<file path="src/rtl/baud_pkg.sv">
package baud_pkg;
  // Strobes from the control side to the counting datapath.
  typedef struct packed {
    logic run;        // divisor is nonzero
    logic reloadPre;  // restart the prescale counter
    logic clearOvs;   // restart the oversample counter
  } baudCtl_t;
endpackage

</file>
<file path="src/rtl/baud_ctrl.sv">
module baud_ctrl
  import baud_pkg::*;
#(
  parameter int BYTE_W = 8,
  localparam int LANES = 2,
  localparam int DIV_W = LANES * BYTE_W
) (
  input  logic              clk,
  input  logic              rstN,
  input  logic              wrHi,
  input  logic              wrLo,
  input  logic [BYTE_W-1:0] wrData,
  input  logic              modeThirteen,
  output logic [DIV_W-1:0]  divisor,
  output baudCtl_t          ctl
);
  logic [LANES-1:0]             laneWr;
  logic [LANES-1:0][BYTE_W-1:0] laneQ;
  logic                         modeQ;

  assign laneWr = {wrHi, wrLo};

  // Byte lanes of the divisor; lane 1 is the high byte.
  always_ff @(posedge clk or negedge rstN) begin
    if (!rstN) begin
      laneQ <= '0;
    end else begin
      for (int i = 0; i < LANES; i++) begin
        if (laneWr[i]) laneQ[i] <= wrData;
      end
    end
  end

  // Last sampled mode, used to spot a change.
  always_ff @(posedge clk or negedge rstN) begin
    if (!rstN) modeQ <= 1'b0;
    else       modeQ <= modeThirteen;
  end

  assign divisor       = laneQ;
  assign ctl.run       = |laneQ;
  assign ctl.reloadPre = |laneWr;
  assign ctl.clearOvs  = modeThirteen ^ modeQ;
endmodule

</file>
<file path="src/rtl/baud_datapath.sv">
module baud_datapath
  import baud_pkg::*;
#(
  parameter int DIV_W   = 16,
  parameter int OVS_STD = 16,
  parameter int OVS_ALT = 13,
  localparam int OVS_W  = $clog2(OVS_STD)
) (
  input  logic             clk,
  input  logic             rstN,
  input  logic [DIV_W-1:0] divisor,
  input  logic             modeThirteen,
  input  baudCtl_t         ctl,
  output logic             sampleTick,
  output logic             bitTick
);
  localparam logic [OVS_W-1:0] LAST_STD = OVS_W'(OVS_STD - 1);
  localparam logic [OVS_W-1:0] LAST_ALT = OVS_W'(OVS_ALT - 1);

  logic [DIV_W-1:0] preCnt;
  logic [DIV_W-1:0] divLast;
  logic             preHit;
  logic [OVS_W-1:0] ovsCnt;
  logic [OVS_W-1:0] ovsLast;
  logic             ovsWrap;

  // Prescaler: counts 0 .. divisor-1 and fires on the last value.
  assign divLast = divisor - DIV_W'(1);
  assign preHit  = ctl.run && (preCnt == divLast);

  always_ff @(posedge clk or negedge rstN) begin
    if (!rstN)                                   preCnt <= '0;
    else if (!ctl.run || ctl.reloadPre || preHit) preCnt <= '0;
    else                                         preCnt <= preCnt + DIV_W'(1);
  end

  // Oversample counter: advances on each sample tick.
  assign ovsLast = modeThirteen ? LAST_ALT : LAST_STD;
  assign ovsWrap = preHit && (ovsCnt == ovsLast) && !ctl.clearOvs;

  always_ff @(posedge clk or negedge rstN) begin
    if (!rstN)                        ovsCnt <= '0;
    else if (!ctl.run || ctl.clearOvs) ovsCnt <= '0;
    else if (preHit)                  ovsCnt <= ovsWrap ? '0 : ovsCnt + OVS_W'(1);
  end

  assign sampleTick = preHit;
  assign bitTick    = ovsWrap;
endmodule

</file>
<file path="src/rtl/baud_tick_gen.sv">
module baud_tick_gen
  import baud_pkg::*;
#(
  parameter int BYTE_W  = 8,
  parameter int OVS_STD = 16,
  parameter int OVS_ALT = 13,
  localparam int DIV_W  = 2 * BYTE_W
) (
  input  logic              clk,
  input  logic              rstN,
  input  logic              wrHi,
  input  logic              wrLo,
  input  logic [BYTE_W-1:0] wrData,
  input  logic              modeThirteen,
  output logic              sampleTick,
  output logic              bitTick
);
  logic [DIV_W-1:0] divisor;
  baudCtl_t         ctl;

  baud_ctrl #(.BYTE_W(BYTE_W)) uCtrl (
    .clk          (clk),
    .rstN         (rstN),
    .wrHi         (wrHi),
    .wrLo         (wrLo),
    .wrData       (wrData),
    .modeThirteen (modeThirteen),
    .divisor      (divisor),
    .ctl          (ctl)
  );

  baud_datapath #(.DIV_W(DIV_W), .OVS_STD(OVS_STD), .OVS_ALT(OVS_ALT)) uPath (
    .clk          (clk),
    .rstN         (rstN),
    .divisor      (divisor),
    .modeThirteen (modeThirteen),
    .ctl          (ctl),
    .sampleTick   (sampleTick),
    .bitTick      (bitTick)
  );
endmodule

</file>
<file path="config.mk">
export PLATFORM = sky130hd
export DESIGN_NAME = baud_tick_gen
export DESIGN_NICKNAME = d
export VERILOG_FILES = /design/src/rtl/baud_pkg.sv /design/src/rtl/baud_ctrl.sv /design/src/rtl/baud_datapath.sv /design/src/rtl/baud_tick_gen.sv
export SDC_FILE = /design/constraint.sdc
export NUM_CORES = 1
export LEC_CHECK = 0
export ABC_AREA = 1
export BUFFER_PORTS_ARGS = -buffer_cell sky130_fd_sc_hd__clkbuf_2
export CORE_MARGIN = 2
export CORE_UTILIZATION = 36
export DETAILED_ROUTE_END_ITERATION = 10
export PLACE_DENSITY = 0.48
export SLEW_MARGIN = 10
export SYNTH_ARGS = -nofsm -noshare
export SYNTH_HDL_FRONTEND = slang
export SYNTH_HIERARCHICAL = 1
export SYNTH_SLANG_ARGS = --single-unit
</file>
<file path="constraint.sdc">
create_clock -name clk -period 5.45 [get_ports clk]
set_input_delay 0.8175 -clock clk [delete_from_list [all_inputs] [get_ports clk]]
set_output_delay 0.8175 -clock clk [all_outputs]
set_load 0.03 [all_outputs]
</file>
* Word-level counts from Yosys, hierarchy flattened
Cells that the tools add are included.
Word-level totals: flip-flop bits (word level) 37, logic and storage cells 27
Cells by class: add/subtract/negate cells 3, equality and inequality tests 2, mux-type cells 5, reduce and logical (&&, ||, !) cells 11, bitwise logic cells 1
Operators by type and width (count):
- 16-bit by 1-bit adder with 16-bit output, second input constant | 1
- 16-bit equality test | 1
- 16-bit 2-to-1 mux | 1
- 16-bit OR reduction | 1
- 16-bit by 1-bit subtractor with 16-bit output, second input constant | 1
- 4-bit 2-to-1 mux | 3
- 4-bit by 1-bit adder with 4-bit output, second input constant | 1
- 4-bit equality test | 1
- 1-bit logical AND | 3
- 1-bit logical OR | 3
- 1-bit zero test | 2
- 2-bit 2-to-1 mux | 1
- 2-bit nonzero test | 1
- 2-bit OR reduction | 1
- 1-bit XOR | 1

* Longest topological paths before layout
Gate-level depths: netlist of run 1.
depth after elaboration 8, gate-level depth with buffers 18, depth with buffers taken out 17

* Modules after synthesis
Netlist of run 1, hierarchy kept.
Modules (own cells, without submodules):
- baud_datapath | sequential area each 500.5 um^2, area an instance 1945.6 um^2, cells each 324, times used 1
- baud_ctrl | sequential area each 425.4 um^2, area an instance 719.4 um^2, cells each 84, times used 1

* Worst setup path before layout of run 1
OpenSTA, ideal clock, no wires.
path type register to output, start register uCtrl.laneQ (netlist bit uCtrl/divisor[0]), end output port bitTick, buffers on the path 0, slack 2.398 ns, stages on the path, launching flop included 13, arrival time 2.234 ns, cell sequence dfrtp_1 -> inv_1 -> ha_1 -> nand2_2 -> nor2_4 -> nand4_1 -> nand2_1 -> o21ai_1 -> nor2_1 -> nand2_1 -> nor2_4 -> inv_2 -> nor2_1
Between the ends: cells in the longest elaborated chain, start to end 5
Ends and longest elaborated chain:
- start, declared | RTL line baud_ctrl.sv:18 | logic [LANES-1:0][BYTE_W-1:0] laneQ;
- start signal, assigned by index | RTL line baud_ctrl.sv:29 | if (laneWr[i]) laneQ[i] <= wrData;
- 16-bit by 1-bit subtractor with 16-bit output | RTL line baud_datapath.sv:28 | assign divLast = divisor - DIV_W'(1);
- 16-bit equality test | RTL line baud_datapath.sv:29 | assign preHit = ctl.run && (preCnt == divLast);
- 1-bit logical AND (*) | RTL line baud_datapath.sv:29
- named net sampleTick | RTL line baud_tick_gen.sv:15 | output logic sampleTick,
- 1-bit logical AND (*) (2 in a row) | RTL line baud_datapath.sv:39 | assign ovsWrap = preHit && (ovsCnt == ovsLast) && !ctl.clearOvs;
- end, declared | RTL line baud_tick_gen.sv:16 | output logic bitTick
Mark *: on every way through the listed nets, which the timed path passes. The rest lies on a longest branch.

* Worst setup path in the final report of run 1
start register uCtrl.laneQ (netlist bit uCtrl/divisor[0]), end output port bitTick
Between the ends: cells in the longest elaborated chain, start to end 5
Ends and longest elaborated chain (RTL line):
- 16-bit by 1-bit subtractor with 16-bit output | baud_datapath.sv:28
- 16-bit equality test | baud_datapath.sv:29
- 1-bit logical AND (*) | baud_datapath.sv:29
- 1-bit logical AND (*) (2 in a row) | baud_datapath.sv:39
Every way passes the cells marked *; elsewhere a longest branch is shown, timed or not.

==> results.tsv, run 1 <==
metric	value	unit
ys_top_cells_by_area	sky130_fd_sc_hd__dfrtp_1 (35%), sky130_fd_sc_hd__nand2_1 (17%), sky130_fd_sc_hd__nor2_1 (10%)	
drt_iter0_markers	115	
fin_util	40.5	%
die_height	90.0	µm
floorplan.initialDensity	36.9	%
detail_route.first_pass.iterations	4	
insertedDiodeCount	0	
cts.hold.buffers_added	0	
number_of_gates_resized_after_cts	0	
numClockSinks	37	
finalHoldViolations	0	
synth_fp_nets	424	
globalplace.congestion	0.872	
groute.usage.overall	18.0	%
htreeDepth	2	
first_global_vias	2431	
ctsRootBufferMaster	sky130_fd_sc_hd__clkbuf_8	
power_leakage	1.48	nW
total_power	0.684	mW
hold_slack	526	ps
worst_setup_path_end_kind	output pin	
worst_hold_path_type	reg -> reg	
criticalPathCategory	reg -> out	
routed_wl	6.66	mm
sequential_cell_area	926	µm²
multi_input_comb_area	1450	µm²
vias_per_cell	4.54	
cts_post_setup_buffers_inserted	0	
ys_ff_latch	37	
global_route.overflow_total	0	
syn2layout_area_growth	9.77	%
max_clock_freq	302	MHz
design.die.area	8110	µm²
drive_gt1_share	8.45	%
ys_types	23	
tns	0	ps
synth_top_cell_area_share	34.7	%
detailed_place.area	2810	µm²
outcome	complete, no violations	
remaining_drc_errors	0	
place_hpwl	5.28	mm
final_net_count	441	
syn_avg_cell_area	6.53	µm²
maxCapViolCount	0	
p_per_cell_area	234	nW/µm²
antenna_violations_before_repair	0	
path_clk_slew	90	ps
first_pass_grt_wire_length	11.7	mm
place.port_buffers	14	
syn-instance-count	408	
grt_max_degree	38	
via_count	2384	
data_arrival_at_the_endpoint_of_the_critical_path	2490	ps
slew_viol_final	0	
drt.antenna.violating_nets	0	
final.period_utilization	60.8	%
setup_viol	0	
synth_top_cell_by_area	sky130_fd_sc_hd__dfrtp_1	
clk_path_buf_depth	2	
synth_sequential_area_ratio	34.7	%
peakVddDrop	0.113	mV
min_period	3310	ps
final_design_area_no_fill	2930	µm²
startpoint_type	register	
worstSkewPairLatency	300	ps
tightest_slew	949	ps
cts-buffers-inserted	5	
syn-cell-area	2670	µm²
row_count	31	
num_io_pins	15	
final.fill_count	826	
fin_skew	9.94	ps
route.detailed.wl_per_inst	12.7	µm
tritoncts	done	
slew_headroom	36.8	%
core_region_area	7210	µm²
rsz0062_at_grt	false	
crit_fanout	6	
synth-warning-count	6	
die_w	90.0	µm
worstPathRequired	4630	ps
[critical path, stage by stage (launching register included)]
cell and delay (ps):
sky130_fd_sc_hd__dfrtp_1 430, sky130_fd_sc_hd__inv_1 140, sky130_fd_sc_hd__ha_1 280, sky130_fd_sc_hd__nand2_2 140, sky130_fd_sc_hd__nor2_4 190, sky130_fd_sc_hd__nand2_1 70
sky130_fd_sc_hd__nand3_1 140, sky130_fd_sc_hd__nand2_1 70, sky130_fd_sc_hd__nor2_1 100, sky130_fd_sc_hd__nand3_1 120, sky130_fd_sc_hd__nor2_4 150, sky130_fd_sc_hd__inv_2 70
sky130_fd_sc_hd__nor2_1 80, sky130_fd_sc_hd__clkbuf_2 210
[per-layer routing]
metal  wire length (µm)  global-route usage (%)  share of wire, %
met1               3290                    24.0                49
met2               3010                    29.8                45
met3                207                    2.85               3.1
met4                155                    6.41               2.3
met5                  0                       0                 0
[power by group]
group | internal, mW | switching (mW) | leakage (nW)
registers | 0.286 | 0.0201 | 0.484
clock network | 0.137 | 0.115 | 0.0543
logic | 0.0421 | 0.0844 | 0.937
[state kept, by name (all words and copies together) (netlist names)]
| register | flops |
|---|---|
| uPath/ovsCnt | 4 |
| uCtrl/modeQ | 1 |
| uPath/preCnt | 16 |
| uCtrl/divisor | 16 |
[layout by cell type, fill, tap and decap left out]
cell type	instances
sky130_fd_sc_hd__inv_1	63
sky130_fd_sc_hd__nand4_1	7
sky130_fd_sc_hd__nor3_1	1
sky130_fd_sc_hd__clkinv_4	1
sky130_fd_sc_hd__o21bai_1	1
sky130_fd_sc_hd__ha_1	3
sky130_fd_sc_hd__clkinvlp_4	1
sky130_fd_sc_hd__nor2_4	4
sky130_fd_sc_hd__nor2_2	4
sky130_fd_sc_hd__clkbuf_8	5
sky130_fd_sc_hd__xor2_1	18
sky130_fd_sc_hd__inv_2	1
sky130_fd_sc_hd__nand3_1	33
sky130_fd_sc_hd__nand2_2	2
sky130_fd_sc_hd__dfrtp_1	37
sky130_fd_sc_hd__or2_2	2
sky130_fd_sc_hd__xnor2_1	7
sky130_fd_sc_hd__o21ai_0	19
sky130_fd_sc_hd__nor2_1	74
sky130_fd_sc_hd__clkbuf_2	14
sky130_fd_sc_hd__a21oi_1	2
sky130_fd_sc_hd__bufinv_16	1
sky130_fd_sc_hd__nand2_4	1
sky130_fd_sc_hd__nand3b_1	3
sky130_fd_sc_hd__nand2_1	120
sky130_fd_sc_hd__o21ai_1	2
[area by class of cell]
cell class	instances	share of cell area (%)
Clock inverter	3	1.58
Tap cell	99	4.23
Clock buffer	5	2.35
Timing Repair Buffer	14	2.40
Inverter	64	8.21
Sequential cell	37	31.7
Multi-Input combinational cell	303	49.6
[stage by stage]
stage	std cells	setup slack (ps)
floorplan	408	2400
global placement	517	2500
detailed placement	517	2450
CTS	525	2100
global route	525	1810
finish	525	2140
[kinds of logic (layout without fill, tap and decap cells)]
logic type,Yosys count,in the layout,share of synthesized area (%)
AND/OR/NAND/NOR,251,251,40.2
buffers and inverters,68,86,10.8
flip-flops,37,37,34.7
XOR/XNOR,25,25,8.22
AO/OA/AOI/OAI,24,24,4.60
adder cells (fa/ha/maj),3,3,1.41
[path summary, 6_finish.rpt]
| kind | start | endpoint | slack (ps) | depth (start not counted) |
|---|---|---|---|---|
| max | uCtrl/divisor[0] | bitTick | 2140 | 13 |
| min | uPath/preCnt[0] | uPath/preCnt[0] | 530 | 1 |
| max reg2reg | uCtrl/divisor[0] | uPath/preCnt[10] | 3150 | 13 |
| min reg2reg | uPath/preCnt[0] | uPath/preCnt[0] | 530 | 1 |
| max in group asynchronous | rstN | uPath/preCnt[1] | 4210 | 1 |
| min in group asynchronous | rstN | uPath/ovsCnt[0] | 650 | 1 |
[Yosys cell counts (all sizes together)]
cell / number
nand2: 123
nor2: 82
inv: 64
dfrtp: 37
nand3: 33
o21ai: 21
xor2: 18
nand4: 7
xnor2: 7
buf: 4
ha: 3
nand3b: 3
a21oi: 2
or2: 2
nor3: 1
o21bai: 1
(Power assumes the default switching activity.)
==> inputs of run 2 (changes only) <==
- PLACE_DENSITY: 0.48 -> 0.5
- clock period: 5.45 -> 2.8 ns (I/O delays scaled with it)
==> results.tsv, run 2 (synthesis results as in run 1) <==
metric	value	unit
outcome	complete, no violations	
clk_path_buf_depth	2	
finalHoldViolations	0	
place_hpwl	5.22	mm
first_pass_grt_wire_length	11.8	mm
place.port_buffers	14	
final.period_utilization	94.2	%
setup_viol	0	
worst_setup_path_end_kind	output pin	
die_height	90.0	µm
floorplan.initialDensity	36.9	%
slew_viol_final	0	
globalplace.congestion	0.870	
syn2layout_area_growth	16.3	%
p_sw	0.442	mW
die_w	90.0	µm
core_region_area	7210	µm²
numClockSinks	37	
max_clock_freq	379	MHz
grt_max_degree	38	
final.fill_count	813	
data_arrival_at_the_endpoint_of_the_critical_path	2220	ps
worstPathRequired	2380	ps
worstSkewPairLatency	300	ps
detail_route.first_pass.iterations	4	
htreeDepth	2	
first_global_vias	2510	
internal_power	0.928	mW
vias_per_cell	4.71	
fin_util	43.0	%
insertedDiodeCount	0	
routed_wl	6.81	mm
tns	0	ps
global_route.overflow_total	0	
swShare	32.2	%
layout.cells.most_common	sky130_fd_sc_hd__nand2_1	
antenna_violations_before_repair	0	
clock_power_share	35.6	%
cts.hold.buffers_added	0	
drt_iter0_markers	113	
drive_gt1_share	17.2	%
row_count	31	
layout_common_cells	sky130_fd_sc_hd__nand2_1 (114), sky130_fd_sc_hd__nor2_1 (66), sky130_fd_sc_hd__inv_1 (59), sky130_fd_sc_hd__nand3_1 (31), sky130_fd_sc_hd__dfrtp_1 (28)	
tightest_slew	961	ps
p_comb_share	20.5	%
peakVddDrop	0.216	mV
min_period	2640	ps
remaining_drc_errors	0	
num_io_pins	15	
groute.usage.overall	18.0	%
ctsRootBufferMaster	sky130_fd_sc_hd__clkbuf_8	
power_leakage	1.53	nW
total_power	1.37	mW
p_seq_share	43.9	%
criticalPathCategory	reg -> out	
p_per_cell_area	442	nW/µm²
fin_skew	10.8	ps
route.detailed.wl_per_inst	12.8	µm
slew_headroom	35.9	%
maxCapViolCount	0	
via_count	2514	
drt.antenna.violating_nets	0	
cts-buffers-inserted	5	
tritoncts	done	
startpoint_type	register	
worst_hold_path_type	in -> async	
path_clk_slew	90	ps
crit_fanout	6	
design.die.area	8110	µm²
rsz0062_at_grt	true	
final_net_count	450	
run 2: path summary, 6_finish.rpt:
kind	end	depth (start not counted)	startpoint	slack (ps)
setup / recovery	bitTick	13	uCtrl/divisor[0]	160
hold / removal	uPath/preCnt[7]	1	rstN	250
setup reg to reg	uPath/ovsCnt[3]	15	uCtrl/divisor[0]	610
hold reg to reg	uPath/ovsCnt[3]	2	uPath/ovsCnt[3]	520
max in group asynchronous	uCtrl/divisor[3]	1	rstN	1870
min in group clk	uCtrl/modeQ	1	modeThirteen	300
run 2: worst max-delay path, cell delays in order, from the launching register on:
cell and delay, ps:
sky130_fd_sc_hd__dfrtp_1 410, sky130_fd_sc_hd__inv_2 130, sky130_fd_sc_hd__ha_4 190, sky130_fd_sc_hd__nand2_4 80
sky130_fd_sc_hd__nor2_4 150, sky130_fd_sc_hd__nand2_1 80, sky130_fd_sc_hd__nand3_2 120, sky130_fd_sc_hd__nand3_1 80
sky130_fd_sc_hd__nor2_1 90, sky130_fd_sc_hd__nand3_1 120, sky130_fd_sc_hd__nor2_4 160, sky130_fd_sc_hd__inv_2 50
sky130_fd_sc_hd__nor2_2 110, sky130_fd_sc_hd__buf_6 140
run 2: metal layers:
layer / global-route usage [%] / vias to the layer above / routed length [µm]
met4: 6.79 / 0 / 112
met3: 2.68 / 10 / 184
met2: 30.2 / 49 / 3270
met1: 23.6 / 1157 / 3250
li1: - / 1298 / -
met5: 0 / - / 0
run 2: repair_timing:
item                                    4_1_cts  5_1_grt
buffers inserted                              0        8
endpoints found under the setup margin        1        2
pin swaps                                     0        9
resized for setup                             6       35
run 2: through the flow:
step	cells	setup WS, ps	instance area (µm²)	hold WS, ps
after floorplan	408	146	2670	124
after global placement	518	233	2820	494
after detailed placement	518	200	2820	502
after CTS	526	29.3	2950	286
after global routing	534	-67.6	3100	295
final	534	163	3100	252
run 2: power groups by stage:
stage / registers [mW] / logic (mW) / clock network (mW)
2_1_floorplan: 0.593 / 0.188 / 0
3_3_place_gp: 0.605 / 0.249 / 0
3_5_place_dp: 0.605 / 0.251 / 0
4_1_cts: 0.595 / 0.256 / 0.508
5_1_grt: 0.608 / 0.324 / 0.526
6_report: 0.602 / 0.281 / 0.488
run 2: cell type report:
type / instances / area [µm²] / area share [%]
clock buffer: 5 / 68.8 / 2.22
multi-input combinational: 303 / 1540 / 49.6
tap: 99 / 124 / 4.00
inverter: 64 / 240 / 7.75
sequential: 37 / 937 / 30.2
clock inverter: 3 / 43.8 / 1.41
timing repair buffer: 23 / 148 / 4.76
==> inputs of run 3 (changes only) <==
- SYNTH_HIERARCHICAL: 1 -> not set
==> results.tsv, run 3 <==
metric	value	unit
first_pass_grt_wire_length	10.9	mm
finalHoldViolations	0	
floorplan.initialDensity	37.3	%
worstPathRequired	2380	ps
drt.antenna.violating_nets	0	
regToRegSetupSlack	640	ps
die_w	87.9	µm
num_io_pins	15	
worst_hold_path_type	in -> async	
outcome	complete, no violations	
setup_viol	0	
share_of_synthesized_registers_carrying_an_async_set_or_reset	100	%
final.fill_count	719	
numClockSinks	37	
tns	0	ps
tritoncts	done	
syn_avg_cell_area	7.04	µm²
synth_top_cell_by_area	sky130_fd_sc_hd__dfrtp_1	
ys_types	28	
reg2reg_depth	10	
ys_top_cells_by_area	sky130_fd_sc_hd__dfrtp_1 (37%), sky130_fd_sc_hd__nand2_1 (13%), sky130_fd_sc_hd__inv_1 (7.3%)	
synthMostInstantiatedCell	sky130_fd_sc_hd__nand2_1	
synth_common_cells	sky130_fd_sc_hd__nand2_1 (90), sky130_fd_sc_hd__inv_1 (49), sky130_fd_sc_hd__nor2_1 (45)	
core_region_area	6790	µm²
fin_skew	12.0	ps
slew_headroom	38.8	%
place.port_buffers	14	
layout.cells.most_common	sky130_fd_sc_hd__nand2_1	
critPathCapture	bitTick	
die_height	87.9	µm
multi_input_comb_area	1430	µm²
final_net_count	396	
place_inst	467	
groute.usage.overall	18.3	%
ctsRootBufferMaster	sky130_fd_sc_hd__clkbuf_8	
power_leakage	1.39	nW
crit_fanout	8	
first_global_vias	2258	
htreeDepth	2	
synth-main-ff-cell	sky130_fd_sc_hd__dfrtp_1	
final.period_utilization	95.5	%
tightest_slew	918	ps
synth_enable_flop_cells	0	
antenna_violations_before_repair	0	
vias_per_cell	4.66	
slew_viol_final	0	
rsz0062_at_grt	true	
insertedDiodeCount	0	
worstReg2RegEnd	uPath.preCnt[13]	
drt_iter0_markers	92	
cts.hold.buffers_added	0	
hold_slack	234	ps
synth_fp_nets	376	
remaining_drc_errors	0	
synth_sequential_area_ratio	36.5	%
ys_ff_latch	37	
data_arrival_at_the_endpoint_of_the_critical_path	2250	ps
crit_start	uCtrl.divisor[0]	
global_route.overflow_total	0	
globalplace.congestion	0.872	
worstSkewPairLatency	300	ps
worst_setup_path_end_kind	output pin	
max_clock_freq	374	MHz
peakVddDrop	0.199	mV
criticalPathCategory	reg -> out	
place_hpwl	4.89	mm
sequential_cell_area	926	µm²
detail_route.first_pass.iterations	4	
synth_top_cell_area_share	36.5	%
clk_path_buf_depth	2	
grt_max_degree	38	
maxCapViolCount	0	
drive_gt1_share	18.4	%
path_clk_slew	90	ps
design.die.area	7720	µm²
finish.cell_count_without_fillers	477	
startpoint_type	register	
layout_common_cells	sky130_fd_sc_hd__nand2_1 (86), sky130_fd_sc_hd__inv_1 (48), sky130_fd_sc_hd__nor2_1 (42), sky130_fd_sc_hd__dfrtp_1 (37), sky130_fd_sc_hd__nand3_1 (29)	
min_period	2670	ps
syn-cell-area	2530	µm²
route.detailed.wl_per_inst	13.0	µm
r2r-start	uCtrl.divisor[3]	
syn2layout_area_growth	14.2	%
p_per_cell_area	452	nW/µm²
via_count	2225	
row_count	30	
cts-buffers-inserted	5	
routed_wl	6.19	mm
syn-instance-count	360	
synth-warning-count	0	
-- run 3: worst min-delay path by stage --
| stage | endpoint | depth (start not counted) |
|---|---|---|
| after global routing | uCtrl.modeQ | 1 |
| after CTS | uCtrl.modeQ | 1 |
| after floorplan | uCtrl.divisor[0] | 0 |
| after global placement | uPath.preCnt[0] | 1 |
| final | uPath.preCnt[2] | 1 |
| after detailed placement | uPath.preCnt[0] | 1 |
-- run 3: cells by family (layout without fill, tap and decap cells) --
| group | Yosys count | count (layout) | share of synthesized area [%] |
|---|---|---|---|
| compound gates | 31 | 31 | 6.62 |
| simple gates | 210 | 210 | 38.2 |
| xor+xnor | 20 | 20 | 6.91 |
| fa+ha+maj | 3 | 3 | 1.48 |
| buf+inv | 56 | 77 | 8.94 |
| flops | 37 | 37 | 36.5 |
| mux | 3 | 3 | 1.33 |
-- run 3: timing repair --
| action | in CTS | in global routing |
|---|---|---|
| endpoints found under the setup margin | 1 | 2 |
| gates resized for setup | 6 | 15 |
| pin swaps | 3 | 3 |
| hold endpoints to repair | 0 | 0 |
| buffers inserted | 2 | 0 |
| gates cloned | 0 | 0 |
-- run 3: cell type report --
cell class,instances,share of cell area (%)
Clock inverter,3,1.60
Clock buffer,5,2.38
Multi-Input combinational cell,267,49.5
Sequential cell,37,32.0
Tap cell,96,4.15
Inverter,53,6.87
Timing Repair Buffer,16,3.46
-- run 3: report_power, final --
group	total (mW)	switching, mW	internal, mW
registers	0.588	0.0313	0.557
clock network	0.482	0.216	0.267
logic	0.237	0.155	0.0821
total	1.31	0.402	0.906
-- run 3: layer usage --
layer / track usage [%] / routed length, µm
met5: 0 / 0
met4: 4.90 / 74
met3: 3.20 / 184
met2: 28.6 / 2720
met1: 26.2 / 3220
-- run 3: worst max-delay path, cell delays in order, from the launching register on --
cell                       delay (ps)
sky130_fd_sc_hd__dfrtp_1          400
sky130_fd_sc_hd__inv_2            110
sky130_fd_sc_hd__ha_4             170
sky130_fd_sc_hd__nand3_4          100
sky130_fd_sc_hd__nor2_4           190
sky130_fd_sc_hd__nand3_1          100
sky130_fd_sc_hd__nand2_1           80
sky130_fd_sc_hd__inv_1             70
sky130_fd_sc_hd__nor3_1           300
sky130_fd_sc_hd__nand2_2          130
sky130_fd_sc_hd__nor3_2           130
sky130_fd_sc_hd__clkbuf_8         180
-- run 3: per-stage QoR --
stage               util (%)  setup WS, ps  power (mW)  cell area (µm²)
global placement        39.7           364       0.818             2700
global route            42.6         -91.8        1.39             2890
detailed placement      39.7           282       0.819             2700
finish                  42.6           125        1.31             2890
floorplan                  -           218       0.751             2530
CTS                     42.0          15.2        1.31             2850
